<file path="src/rtl/lrbd_pkg.sv">
package lrbd_pkg;

    typedef enum logic [1:0] {
        ST_QUIET = 2'd0,
        ST_BUSY  = 2'd1,
        ST_EVAL  = 2'd2
    } win_state_e;

    // Percent tests are done as integer ratios against this scale.
    localparam int PCT_SCALE = 10;

endpackage

</file>
<file path="src/rtl/lrbd_binner.sv">
module lrbd_binner #(
    parameter int LEN_W = 16,
    parameter int BIN_W = 24
) (
    input  logic             clk,
    input  logic             rst_n,
    input  logic             tick,
    input  logic             pkt_valid,
    input  logic [LEN_W-1:0] pkt_bytes,
    input  logic [BIN_W-1:0] cfg_speed,
    output logic             bin_valid,
    output logic [BIN_W-1:0] bin_bytes,
    output logic             bin_busy
);

    logic [BIN_W-1:0] acc_q;
    logic [BIN_W-1:0] acc_sum;

    always_comb begin
        acc_sum = acc_q + (pkt_valid ? BIN_W'(pkt_bytes) : '0);
    end

    always_ff @(posedge clk or negedge rst_n) begin
        if (!rst_n) begin
            acc_q     <= '0;
            bin_valid <= 1'b0;
            bin_bytes <= '0;
            bin_busy  <= 1'b0;
        end else begin
            bin_valid <= tick;
            if (tick) begin
                bin_bytes <= acc_sum;
                bin_busy  <= (acc_sum > cfg_speed);
                acc_q     <= '0;
            end else begin
                acc_q <= acc_sum;
            end
        end
    end

endmodule

</file>
<file path="src/rtl/lrbd_window.sv">
module lrbd_window
    import lrbd_pkg::*;
#(
    parameter int BIN_W = 24,
    parameter int ACC_W = 40,
    parameter int CNT_W = 16
) (
    input  logic             clk,
    input  logic             rst_n,
    input  logic             bin_valid,
    input  logic [BIN_W-1:0] bin_bytes,
    input  logic             bin_busy,
    input  logic [CNT_W-1:0] cfg_win_bins,
    input  logic [CNT_W-1:0] cfg_period,
    input  logic [CNT_W-1:0] cfg_tol,
    output logic             attack,
    output logic             win_done
);

    localparam int VW = ACC_W + 4;
    localparam int TW = CNT_W + 4;

    win_state_e       state_q, state_d;
    logic [CNT_W-1:0] bin_cnt_q;
    logic [ACC_W-1:0] tot_bytes_q;
    logic [ACC_W-1:0] busy_bytes_q;
    logic [CNT_W-1:0] busy_bins_q;
    logic [CNT_W-1:0] since_q;
    logic             have_start_q;
    logic [1:0]       gaps_q;
    logic             gap_bad_q;

    logic             last_bin;
    logic             run_start;
    logic [CNT_W-1:0] gap_diff;
    logic             gap_in_tol;
    logic             vol_ok, time_ok, per_ok, verdict;

    always_comb begin
        last_bin   = (bin_cnt_q + CNT_W'(1)) == cfg_win_bins;
        run_start  = bin_valid && bin_busy && (state_q == ST_QUIET);
        gap_diff   = (since_q >= cfg_period) ? (since_q - cfg_period)
                                             : (cfg_period - since_q);
        gap_in_tol = (gap_diff <= cfg_tol);

        vol_ok  = (VW'(busy_bytes_q) * VW'(PCT_SCALE)) >
                  (VW'(tot_bytes_q) * VW'(PCT_SCALE - 1));
        time_ok = (TW'(busy_bins_q) * TW'(PCT_SCALE)) < TW'(cfg_win_bins);
        per_ok  = (gaps_q == 2'd2) && !gap_bad_q;
        verdict = vol_ok && time_ok && per_ok;
    end

    always_comb begin
        state_d = state_q;
        unique case (state_q)
            ST_QUIET: if (bin_valid) state_d = last_bin ? ST_EVAL :
                                               (bin_busy ? ST_BUSY : ST_QUIET);
            ST_BUSY:  if (bin_valid) state_d = last_bin ? ST_EVAL :
                                               (bin_busy ? ST_BUSY : ST_QUIET);
            ST_EVAL:  state_d = ST_QUIET;
            default:  state_d = ST_QUIET;
        endcase
    end

    // State register
    always_ff @(posedge clk or negedge rst_n) begin
        if (!rst_n) state_q <= ST_QUIET;
        else        state_q <= state_d;
    end

    // Window statistics
    always_ff @(posedge clk or negedge rst_n) begin
        if (!rst_n) begin
            bin_cnt_q    <= '0;
            tot_bytes_q  <= '0;
            busy_bytes_q <= '0;
            busy_bins_q  <= '0;
            since_q      <= '0;
            have_start_q <= 1'b0;
            gaps_q       <= '0;
            gap_bad_q    <= 1'b0;
        end else if (state_q == ST_EVAL) begin
            bin_cnt_q    <= '0;
            tot_bytes_q  <= '0;
            busy_bytes_q <= '0;
            busy_bins_q  <= '0;
            since_q      <= '0;
            have_start_q <= 1'b0;
            gaps_q       <= '0;
            gap_bad_q    <= 1'b0;
        end else if (bin_valid) begin
            bin_cnt_q   <= bin_cnt_q + CNT_W'(1);
            tot_bytes_q <= tot_bytes_q + ACC_W'(bin_bytes);
            if (bin_busy) begin
                busy_bytes_q <= busy_bytes_q + ACC_W'(bin_bytes);
                busy_bins_q  <= busy_bins_q + CNT_W'(1);
            end
            if (run_start) begin
                since_q      <= CNT_W'(1);
                have_start_q <= 1'b1;
                if (have_start_q) begin
                    if (gaps_q != 2'd2) gaps_q <= gaps_q + 2'd1;
                    if (!gap_in_tol)    gap_bad_q <= 1'b1;
                end
            end else if (have_start_q && (since_q != '1)) begin
                since_q <= since_q + CNT_W'(1);
            end
        end
    end

    // Outputs
    always_ff @(posedge clk or negedge rst_n) begin
        if (!rst_n) begin
            attack   <= 1'b0;
            win_done <= 1'b0;
        end else begin
            win_done <= (state_q == ST_EVAL);
            if (state_q == ST_EVAL) attack <= verdict;
        end
    end

endmodule

</file>
<file path="src/rtl/lrbd_shaper.sv">
module lrbd_shaper #(
    parameter int LEN_W = 16,
    parameter int TOK_W = 24
) (
    input  logic             clk,
    input  logic             rst_n,
    input  logic             en,
    input  logic             tick,
    input  logic [TOK_W-1:0] cfg_rate,
    input  logic [TOK_W-1:0] cfg_depth,
    input  logic             req,
    input  logic [LEN_W-1:0] len,
    output logic             grant
);

    localparam int RW = TOK_W + 1;

    logic [TOK_W-1:0] tok_q;
    logic [TOK_W-1:0] spent, after, tok_d;
    logic [RW-1:0]    refill;
    logic             fits;

    always_comb begin
        fits   = RW'(tok_q) >= RW'(len);
        grant  = req && (!en || fits);
        spent  = (grant && en) ? TOK_W'(len) : '0;
        after  = tok_q - spent;
        refill = RW'(after) + RW'(cfg_rate);
        if (tick) tok_d = (refill > RW'(cfg_depth)) ? cfg_depth : refill[TOK_W-1:0];
        else      tok_d = after;
    end

    always_ff @(posedge clk or negedge rst_n) begin
        if (!rst_n) tok_q <= '0;
        else        tok_q <= tok_d;
    end

endmodule

</file>
<file path="src/rtl/lrbd_top.sv">
module lrbd_top #(
    parameter int LEN_W = 16,
    parameter int BIN_W = 24,
    parameter int ACC_W = 40,
    parameter int CNT_W = 16,
    parameter int TOK_W = 24
) (
    input  logic             clk,
    input  logic             rst_n,
    input  logic             tick,
    input  logic             pkt_valid,
    input  logic [LEN_W-1:0] pkt_bytes,
    input  logic [BIN_W-1:0] cfg_speed,
    input  logic [CNT_W-1:0] cfg_win_bins,
    input  logic [CNT_W-1:0] cfg_period,
    input  logic [CNT_W-1:0] cfg_tol,
    input  logic [TOK_W-1:0] cfg_rate,
    input  logic [TOK_W-1:0] cfg_depth,
    input  logic             fwd_req,
    input  logic [LEN_W-1:0] fwd_len,
    output logic             fwd_grant,
    output logic             attack,
    output logic             shape_en,
    output logic             win_done
);

    logic             bin_valid;
    logic [BIN_W-1:0] bin_bytes;
    logic             bin_busy;

    lrbd_binner #(.LEN_W(LEN_W), .BIN_W(BIN_W)) u_binner (
        .clk       (clk),
        .rst_n     (rst_n),
        .tick      (tick),
        .pkt_valid (pkt_valid),
        .pkt_bytes (pkt_bytes),
        .cfg_speed (cfg_speed),
        .bin_valid (bin_valid),
        .bin_bytes (bin_bytes),
        .bin_busy  (bin_busy)
    );

    lrbd_window #(.BIN_W(BIN_W), .ACC_W(ACC_W), .CNT_W(CNT_W)) u_window (
        .clk          (clk),
        .rst_n        (rst_n),
        .bin_valid    (bin_valid),
        .bin_bytes    (bin_bytes),
        .bin_busy     (bin_busy),
        .cfg_win_bins (cfg_win_bins),
        .cfg_period   (cfg_period),
        .cfg_tol      (cfg_tol),
        .attack       (attack),
        .win_done     (win_done)
    );

    assign shape_en = attack;

    lrbd_shaper #(.LEN_W(LEN_W), .TOK_W(TOK_W)) u_shaper (
        .clk       (clk),
        .rst_n     (rst_n),
        .en        (shape_en),
        .tick      (tick),
        .cfg_rate  (cfg_rate),
        .cfg_depth (cfg_depth),
        .req       (fwd_req),
        .len       (fwd_len),
        .grant     (fwd_grant)
    );

endmodule

</file>
<file path="config.mk">
export PLATFORM = sky130hd
export DESIGN_NAME = lrbd_top
export DESIGN_NICKNAME = d
export VERILOG_FILES = /design/src/rtl/lrbd_pkg.sv /design/src/rtl/lrbd_binner.sv /design/src/rtl/lrbd_window.sv /design/src/rtl/lrbd_shaper.sv /design/src/rtl/lrbd_top.sv
export SDC_FILE = /design/constraint.sdc
export NUM_CORES = 1
export LEC_CHECK = 0
export BUFFER_PORTS_ARGS = -buffer_cell sky130_fd_sc_hd__buf_2
export CORE_UTILIZATION = 57
export CTS_CLUSTER_SIZE = 10
export DETAILED_ROUTE_END_ITERATION = 10
export PLACE_DENSITY_LB_ADDON = 0.2
export SLEW_MARGIN = 20
export SYNTH_ARGS = -nofsm -noshare
export SYNTH_HDL_FRONTEND = slang
export SYNTH_SLANG_ARGS = --single-unit
export TNS_END_PERCENT = 1
</file>
<file path="constraint.sdc">
create_clock -name clk -period 7.5 [get_ports clk]
set_input_delay 1.5 -clock clk [delete_from_list [all_inputs] [get_ports clk]]
set_output_delay 1.5 -clock clk [all_outputs]
set_load 0.02 [all_outputs]
</file>
==> impl_metrics.py, run 1 <==
metrics = {
    "run_status": {
        "status": "complete, but fails checks",
        "violations": "negative setup slack",
    },
    "pwr": {
        "leakage_uw": 0.0150,
        "ir_worst_vdd_mv": 0.426,
        "power.density_mw_per_mm2": 467,
    },
    "critical_path": {
        "crit_required_ns": 7.96,
        "r2r_slack_ns": -0.14,
        "cp_common_cell": "a21oi_2",
        "r2r_cells": 34,
        "critPathLaunch": "fwd_len[0]",
        "max_stage_delay_ns": 0.40,
        "slowest_stage": "or3_4",
        "arrival_ns": 8.46,
        "r2r-end": "u_shaper.tok_q[16]",
        "endpoint": "u_shaper.tok_q[16]",
        "start_kind": "input port",
        "crit_path_end_kind": "flop",
        "critPathKind": "in2reg",
        "r2r-start": "u_shaper.tok_q[18]",
        "crit_path_max_fanout": 7,
    },
    "sta": {
        "fmax_mhz": 125,
        "setup-violations-final": 24,
        "period_share_pct": 107,
        "slew_headroom_pct": 27.9,
        "clock_skew_ns": 0.0154,
        "fin_tns_setup_ns": -9.62,
        "maxSlewViolCount": 0,
        "finalHoldViolations": 0,
        "fin_ws_ns": -0.498,
        "rsz0062_at_grt": "true",
        "tightestPinTransition_ns": 1.07,
        "period_minus_slack_ns": 8.00,
    },
    "run": {
        "cap_violations": 0,
    },
    "clocking": {
        "tritoncts": "done",
        "htree_levels": 1,
        "clock_sinks": 210,
        "ctsHoldBuffers": 0,
        "path_clk_slew_ns": 0.06,
        "insertion_delay_ns": 0.58,
        "root_buffer": "clkbuf_16",
        "cts_max_path_buffers": 3,
        "numCtsBuffers": 27,
    },
    "synthesis": {
        "async_reset_ff_share_pct": 100,
        "syn_avg_cell_area_um2": 8.34,
        "synth_warnings": 0,
        "synth.top_cell.area_share_pct": 23.0,
        "synth_cell_types": 85,
        "synth_cells": 2996,
        "synth_fp_nets": 3622,
        "synth_area_leader_cell": "ha_1",
        "synthTopCellsByCount": "ha_1 (459), nor2_1 (277), a21oi_1 (229)",
        "synth_area_mm2": 0.0250,
        "ys_top_cells_by_area": "ha_1 (23%), dfrtp_1 (21%), xnor2_1 (6.1%)",
        "yosysSeqAreaShare_pct": 21.0,
        "synth_edf_count": 0,
        "ys.flop_type": "dfrtp_1",
        "synth.most_common_cell": "ha_1",
        "ys_ff_latch": 210,
    },
    "drt": {
        "drc": 0,
        "ant_nets": 0,
        "firstDrtPassIters": 5,
        "vias": 23000,
        "vias_per_cell": 5.90,
        "drt_iter0_drc": 1194,
        "avgRoutedWirePerCell_um": 17.4,
        "wirelength_um": 67800,
    },
    "cells_and_area": {
        "fin_nets": 3926,
        "n_fill_cell": 3704,
        "drive_above_1_share_pct": 15.3,
        "final_cells": 3905,
        "final_area_mm2": 0.0290,
        "multi_input_area_mm2": 0.0191,
        "area_growth_pct": 16.1,
        "register_area_mm2": 0.00526,
    },
    "floorplan": {
        "num_io_pins": 161,
        "die_w_um": 211,
        "initial_utilization_pct": 57.9,
        "rows": 76,
        "coreArea_mm2": 0.0432,
        "die_area_mm2": 0.0447,
        "die_h_um": 211,
    },
    "global_routing": {
        "antenna_found_initial": 12,
        "track_usage_pct": 30.6,
        "grt_pass1_wl_um": 112000,
        "overflow": 0,
        "grt_start_max_net_pins": 127,
        "grt_pass1_vias": 23300,
    },
    "placed_design": {
        "dpl_cell_area_mm2": 0.0277,
        "dp_hpwl_um": 54500,
        "numPortBuffers": 160,
        "placed_cells": 3840,
        "gp_congestion": 0.957,
    },
    "hold_path": {
        "worstHoldPathType": "reg2reg",
    },
}
-- per-layer routing --
metal | up-vias | share of wire, % | track usage (%)
met5 | - | 0.081 | 0
met4 | 10 | 3.5 | 10.1
met3 | 144 | 5.3 | 4.82
met2 | 526 | 48 | 53.9
met1 | 10900 | 43 | 37.8
li1 | 11500 | - | -
-- cell families after synthesis --
family | share of synthesized area, %
multiplexers | 3.04
adder cells (fa/ha/maj) | 23.8
buffers and inverters | 4.35
XOR/XNOR | 9.64
AO/OA/AOI/OAI | 20.1
AND/OR/NAND/NOR | 18.1
flip-flops | 21.0
-- cell type report --
type / instances / share of cell area [%]
multi-input cells: 2505 / 66.0
flip-flops and latches: 210 / 18.1
repair buffers: 346 / 7.81
inverters: 210 / 2.72
clock buffers: 37 / 2.63
well taps: 585 / 2.52
clock inverters: 6 / 0.155
diodes: 6 / 0.0518
-- worst min-delay path by stage --
stage / from / end / slack (ns) / depth (start not counted)
floorplan: u_window.gaps_q[0] / u_window.gaps_q[0] / 0.46 / 1
global placement: u_window.gaps_q[0] / u_window.gaps_q[0] / 0.48 / 1
detailed placement: u_window.gaps_q[0] / u_window.gaps_q[0] / 0.49 / 1
CTS: u_window.gaps_q[0] / u_window.gaps_q[0] / 0.50 / 1
global route: u_window.state_q[1] / u_window.state_q[0] / 0.54 / 1
finish: u_window.gaps_q[0] / u_window.gaps_q[0] / 0.49 / 1
-- stage by stage --
step | hold WS, ns | setup WS (ns) | total power (µW) | utilization [%]
3_5_place_dp | 0.490 | -1.58 | 11700 | 64.2
2_1_floorplan | 0.459 | -1.06 | 8740 | -
3_3_place_gp | 0.476 | -1.38 | 11400 | 64.2
5_1_grt | 0.542 | -0.788 | 14800 | 67.1
4_1_cts | 0.496 | -0.572 | 13400 | 66.8
6_report | 0.493 | -0.498 | 13500 | 67.2
-- cell usage in the layout, fill, tap and decap left out, types with 26 or more instances in the layout --
cell,Yosys,routed
nor2_1,277,274
nor3_1,59,59
a21o_1,119,119
a21oi_1,229,218
xnor2_1,175,169
buf_2,2,157
nand2b_1,28,26
nand2_1,176,176
o21ai_0,141,132
and2_1,42,41
dfrtp_1,210,210
nand4_1,55,55
buf_4,2,180
and3_1,54,50
o21a_1,42,42
inv_1,209,207
nor2b_1,54,54
ha_1,459,447
mux2i_1,41,41
clkbuf_16,0,27
nand3_1,99,92
a211oi_1,32,31
xor2_1,100,98
-- registers in the layout, summed over array words and instances, names as in the netlist, 16 cells and up --
register	cells
u_binner.acc_q	24
u_window.bin_cnt_q	16
u_window.tot_bytes_q	40
u_shaper.tok_q	24
u_window.since_q	16
u_binner.bin_bytes	24
u_window.busy_bytes_q	40
u_window.busy_bins_q	16
-- worst max-delay path: cells and delay by family --
family	cells	cell delay [ns]
xor+xnor	2	0.29
simple gates	7	1.17
fa+ha+maj	4	1.11
compound gates	19	3.32
buf+inv	3	0.47
mux	2	0.56
-- power by group --
part | switching, µW | leakage (µW) | internal, µW | total [µW]
clock | 519 | 0.000404 | 703 | 1220
sequential | 422 | 0.00269 | 1450 | 1870
combinational | 5310 | 0.0119 | 5130 | 10400
-- repair_timing --
item                                   in CTS  in global routing
endpoints found under the hold margin       0                  0
buffers inserted                           11                  5
resized for setup                          44                 26
setup endpoints to repair                  24                 24
pin swaps                                  44                 45
Power figures use the tool's default switching activity.
==> inputs of run 2 (changes only) <==
--- a/config.mk
+++ b/config.mk
@@ -5,8 +5,10 @@
 export SDC_FILE = /design/constraint.sdc
 export NUM_CORES = 1
 export LEC_CHECK = 0
+export ABC_AREA = 1
 export BUFFER_PORTS_ARGS = -buffer_cell sky130_fd_sc_hd__buf_2
-export CORE_UTILIZATION = 57
+export CORE_ASPECT_RATIO = 2
+export CORE_UTILIZATION = 58
 export CTS_CLUSTER_SIZE = 10
 export DETAILED_ROUTE_END_ITERATION = 10
 export PLACE_DENSITY_LB_ADDON = 0.2
==> impl_metrics.py, run 2 <==
metrics = {
    "clocking": {
        "insertion_delay_ns": 0.61,
        "numCtsBuffers": 25,
        "root_buffer": "clkbuf_16",
        "path_clk_slew_ns": 0.06,
        "ctsHoldBuffers": 0,
        "htree_levels": 1,
        "tritoncts": "done",
        "cts_max_path_buffers": 3,
        "post_cts_buffers": 0,
        "clock_sinks": 210,
    },
    "floorplan": {
        "die_h_um": 313,
        "die_area_mm2": 0.0492,
        "die_w_um": 157,
        "rows": 113,
        "coreArea_mm2": 0.0475,
        "num_io_pins": 161,
        "initial_utilization_pct": 58.9,
    },
    "sta": {
        "fmax_mhz": 142,
        "fin_tns_setup_ns": 0,
        "slew_headroom_pct": 15.9,
        "clock_skew_ns": 0.0649,
        "tightestPinTransition_ns": 1.25,
        "setup-violations-final": 0,
        "finalHoldViolations": 0,
        "period_minus_slack_ns": 7.02,
        "maxSlewViolCount": 0,
        "period_share_pct": 93.6,
    },
    "critical_path": {
        "critPathTopFamily": "simple AND/OR/NAND/NOR gates",
        "critPathKind": "in2reg",
        "max_stage_delay_ns": 0.42,
        "crit_path_end_kind": "flop",
        "crit_buf_inv": 9,
        "crit_path_max_fanout": 24,
        "arrival_ns": 7.50,
        "slowest_stage": "fa_1",
        "start_kind": "input port",
        "crit_required_ns": 7.98,
    },
    "synthesis": {
        "ys_top_cells_by_area": "ha_1 (21%), dfrtp_1 (19%), nand2_1 (14%)",
        "syn_avg_cell_area_um2": 6.57,
        "synth_cell_types": 72,
        "async_reset_ff_share_pct": 100,
        "yosysSeqAreaShare_pct": 18.8,
        "synth.top_cell.area_share_pct": 20.5,
        "synth_cells": 4262,
        "synth_area_leader_cell": "ha_1",
        "ys.flop_type": "dfrtp_1",
        "synth_warnings": 0,
        "synth_edf_count": 0,
        "synthTopCellsByCount": "nand2_1 (1014), inv_1 (602), ha_1 (459)",
        "ys_ff_latch": 210,
        "synth.most_common_cell": "nand2_1",
        "synth_area_mm2": 0.0280,
        "synth_fp_nets": 4888,
    },
    "drt": {
        "drc": 0,
        "wirelength_um": 96500,
        "drt_iter0_drc": 1682,
        "vias_per_cell": 5.73,
        "firstDrtPassIters": 7,
        "avgRoutedWirePerCell_um": 18.6,
        "ant_nets": 0,
        "vias": 29800,
    },
    "placed_design": {
        "placed_cells": 5163,
        "dp_hpwl_um": 77100,
        "numPortBuffers": 160,
        "gp_congestion": 0.996,
        "dpl_cell_area_mm2": 0.0306,
    },
    "global_routing": {
        "track_usage_pct": 40.3,
        "overflow": 0,
        "antenna_found_initial": 5,
        "grt_start_max_net_pins": 160,
        "grt_pass1_vias": 30000,
        "grt_pass1_wl_um": 152000,
    },
    "cells_and_area": {
        "final_cells": 5194,
        "fin_nets": 5184,
        "area_growth_pct": 11.9,
        "final_area_mm2": 0.0313,
        "n_fill_cell": 4698,
        "fin_util_pct": 66.0,
        "diodes": 0,
        "layout_common_cells": "nand2_1 (1012), inv_1 (600), ha_1 (459), nor2_1 (436), a21oi_1 (370)",
        "reg.largest.list": "u_window.busy_bytes_q (40), u_window.tot_bytes_q (40)",
        "final_common_cell": "nand2_1",
        "drive_above_1_share_pct": 9.32,
    },
    "pwr": {
        "leakage_uw": 0.0172,
        "power.density_mw_per_mm2": 329,
        "ir_worst_vdd_mv": 0.552,
        "power.total_uw": 10300,
    },
    "run": {
        "cap_violations": 0,
    },
    "run_status": {
        "status": "finished, final reports clean",
    },
    "hold_path": {
        "worstHoldPathType": "reg2reg",
    },
}
## run 2: cells by family (layout without fill, tap and decap cells)
| kind of cell | after synthesis | after routing | share of synthesized area, % |
|---|---|---|---|
| DFF | 210 | 210 | 18.8 |
| AOI/OAI and AO/OA | 836 | 836 | 16.7 |
| buffers and inverters | 661 | 961 | 9.24 |
| muxes | 1 | 1 | 0.0357 |
| adders and majority gates | 469 | 469 | 21.2 |
| xor gates and xnor gates | 160 | 160 | 5.15 |
| and+or+nand+nor | 1925 | 1925 | 28.9 |
## run 2: path summary, 6_finish.rpt
kind                                     from  slack, ns                   endpoint  depth (start not counted)
hold / removal             u_window.gaps_q[0]       0.53         u_window.gaps_q[0]                          2
hold reg to reg            u_window.gaps_q[0]       0.53         u_window.gaps_q[0]                          2
max in group asynchronous               rst_n       5.36        u_window.since_q[0]                          2
setup / recovery                  fwd_len[13]       0.48         u_shaper.tok_q[19]                         39
setup reg to reg           u_shaper.tok_q[17]       1.04         u_shaper.tok_q[19]                         40
min in group asynchronous               rst_n       0.83  u_window.busy_bytes_q[39]                          1
## run 2: through the flow
step / hold slack, ns / worst slack (ns)
2_1_floorplan: 0.457 / 0.667
3_5_place_dp: 0.524 / -0.241
6_report: 0.529 / 0.478
4_1_cts: 0.534 / 0.327
5_1_grt: 0.551 / -0.00572
3_3_place_gp: 0.470 / -0.134
## run 2: cell type report
cell class | instances | area (µm²) | area share (%)
well taps | 632 | 791 | 2.52
inverters | 610 | 2310 | 7.37
flip-flops and latches | 210 | 5260 | 16.8
repair buffers | 320 | 2040 | 6.52
clock buffers | 30 | 644 | 2.06
clock inverters | 1 | 7.51 | 0.0240
multi-input cells | 3391 | 20300 | 64.7
## run 2: metal layers
metal | GRT usage (%) | vias up | share of wire (%)
met2 | 71.0 | 945 | 50
met4 | 35.4 | 10 | 10
met3 | 10.0 | 441 | 6.3
met5 | 0 | - | 0.064
li1 | - | 14800 | -
met1 | 38.0 | 13600 | 34
## run 2: worst reg2reg max path: cells and delay by family, from the launching register on
kind / cells / cell delay (ns)
AOI/OAI and AO/OA: 4 / 0.53
and+or+nand+nor: 20 / 2.65
buffers and inverters: 11 / 1.56
adders and majority gates: 3 / 0.91
xor gates and xnor gates: 2 / 0.29
DFF: 1 / 0.44
## run 2: what timing repair did
item | CTS | global route
setup endpoints to repair | 0 | 24
hold endpoints to repair | 0 | 0
resized for setup | 0 | 29
## run 2: power breakdown
part	internal (µW)	total [µW]	switching, µW
Clock	593	1110	517
Sequential	1330	1610	273
Combinational	3110	7590	4480
Total	5040	10300	5270
==> inputs of run 3 (changes only) <==
--- a/config.mk
+++ b/config.mk
@@ -12,6 +12,7 @@
 export CTS_CLUSTER_SIZE = 10
 export DETAILED_ROUTE_END_ITERATION = 10
 export PLACE_DENSITY_LB_ADDON = 0.2
+export RECOVER_POWER = 25
 export SLEW_MARGIN = 20
 export SYNTH_ARGS = -nofsm -noshare
 export SYNTH_HDL_FRONTEND = slang
==> impl_metrics.py, run 3 (synthesized netlist as in run 2, its figures left out) <==
metrics = {
    "run_status": {
        "status": "complete, but fails checks",
        "violations": "max-capacitance violations, max-slew violations",
    },
    "drt": {
        "vias": 29700,
        "ant_nets": 0,
        "avgRoutedWirePerCell_um": 18.6,
        "wirelength_um": 96600,
        "drt_iter0_drc": 1743,
        "firstDrtPassIters": 5,
        "vias_per_cell": 5.73,
        "drc": 0,
    },
    "pwr": {
        "ir_worst_vdd_mv": 0.549,
        "power.density_mw_per_mm2": 329,
        "leakage_uw": 0.0172,
    },
    "global_routing": {
        "track_usage_pct": 40.3,
        "overflow": 0,
        "grt_start_max_net_pins": 160,
        "grt_pass1_vias": 30000,
        "grt_pass1_wl_um": 152000,
        "antenna_found_initial": 5,
    },
    "cells_and_area": {
        "area_growth_pct": 11.7,
        "register_area_mm2": 0.00526,
        "reg.largest.list": "u_window.busy_bytes_q (40), u_window.tot_bytes_q (40)",
        "fin_nets": 5184,
        "multi_input_area_mm2": 0.0203,
        "diodes": 0,
        "n_fill_cell": 4707,
        "drive_above_1_share_pct": 9.18,
        "final_common_cell": "nand2_1",
        "layout_common_cells": "nand2_1 (1012), inv_1 (601), ha_1 (459), nor2_1 (436), a21oi_1 (370)",
    },
    "run": {
        "cap_violations": 2,
    },
    "critical_path": {
        "start_kind": "input port",
        "crit_required_ns": 7.98,
        "critPathKind": "in2reg",
        "r2r_cells": 35,
        "crit_path_max_fanout": 24,
        "slowest_stage": "fa_1",
        "max_stage_delay_ns": 0.42,
        "arrival_ns": 7.50,
        "crit_path_end_kind": "flop",
    },
    "floorplan": {
        "die_w_um": 157,
        "die_area_mm2": 0.0492,
        "coreArea_mm2": 0.0475,
        "rows": 113,
        "die_h_um": 313,
        "num_io_pins": 161,
        "initial_utilization_pct": 58.9,
    },
    "sta": {
        "fmax_mhz": 142,
        "setup-violations-final": 0,
        "hold_ws_ns": 0.529,
        "fin_tns_setup_ns": 0,
        "finalHoldViolations": 0,
        "clock_skew_ns": 0.0614,
        "maxSlewViolCount": 213,
        "tightestPinTransition_ns": 2.90,
        "slew_headroom_pct": -93.2,
        "period_minus_slack_ns": 7.02,
        "period_share_pct": 93.6,
    },
    "hold_path": {
        "hold_depth": 2,
        "worstHoldPathType": "reg2reg",
    },
    "clocking": {
        "htree_levels": 1,
        "insertion_delay_ns": 0.60,
        "cts_max_path_buffers": 3,
        "tritoncts": "done",
        "root_buffer": "clkbuf_16",
        "numCtsBuffers": 25,
        "path_clk_slew_ns": 0.06,
        "clock_sinks": 210,
        "ctsHoldBuffers": 0,
        "post_cts_buffers": 0,
    },
    "placed_design": {
        "gp_congestion": 0.996,
        "dp_hpwl_um": 77100,
        "numPortBuffers": 160,
    },
}
## run 3: power by group
| part | internal, µW | switching (µW) | total, µW |
|---|---|---|---|
| clock network | 593 | 518 | 1110 |
| logic | 3110 | 4480 | 7590 |
| registers | 1330 | 273 | 1610 |
## run 3: final cells by class
cell class	instances	area share [%]
Tap cell	632	2.53
Clock buffer	30	2.06
Inverter	610	7.35
Sequential cell	210	16.8
Timing Repair Buffer	320	6.43
Multi-Input combinational cell	3391	64.8
Clock inverter	1	0.0240
## run 3: metal layers
layer  GRT usage [%]  up-vias  share of wire, %  routed length [µm]
met2            71.0      929                50               48000
met3            10.0      429               6.2                6020
met4            35.4       10               9.9                9610
met5               0        -             0.064                  62
li1                -    14800                 -                   -
met1            38.0    13600                34               32900
## run 3: what timing repair did
item / in CTS / in global routing
gates resized for setup: 0 / 29
endpoints found under the setup margin: 0 / 24
hold endpoints to repair: 0 / 0
## run 3: stage by stage
step	util, %	setup slack [ns]	power, µW	cell area (µm²)	cells
detailed placement	64.3	-0.241	8960	30600	5163
finish	65.9	0.479	10300	31300	5194
global placement	64.3	-0.134	8910	30600	5163
floorplan	-	0.667	6140	28000	4262
CTS	65.7	0.327	10100	31200	5194
global route	65.9	-0.00572	11200	31300	5194
## run 3: final timing paths
check                      slack, ns                        end               start
hold / removal                  0.53         u_window.gaps_q[0]  u_window.gaps_q[0]
setup / recovery                0.48         u_shaper.tok_q[19]         fwd_len[13]
min in group asynchronous       1.86  u_window.busy_bytes_q[39]               rst_n
setup reg to reg                1.06         u_shaper.tok_q[19]  u_shaper.tok_q[17]
max in group asynchronous       1.89        u_window.since_q[0]               rst_n
hold reg to reg                 0.53         u_window.gaps_q[0]  u_window.gaps_q[0]
## run 3: worst max-delay path: cells and delay by family
kind,cells,cell delay [ns]
adder cells (fa/ha/maj),5,1.51
buffers and inverters,9,1.06
XOR/XNOR,2,0.47
AND/OR/NAND/NOR,15,1.61
AO/OA/AOI/OAI,8,1.35
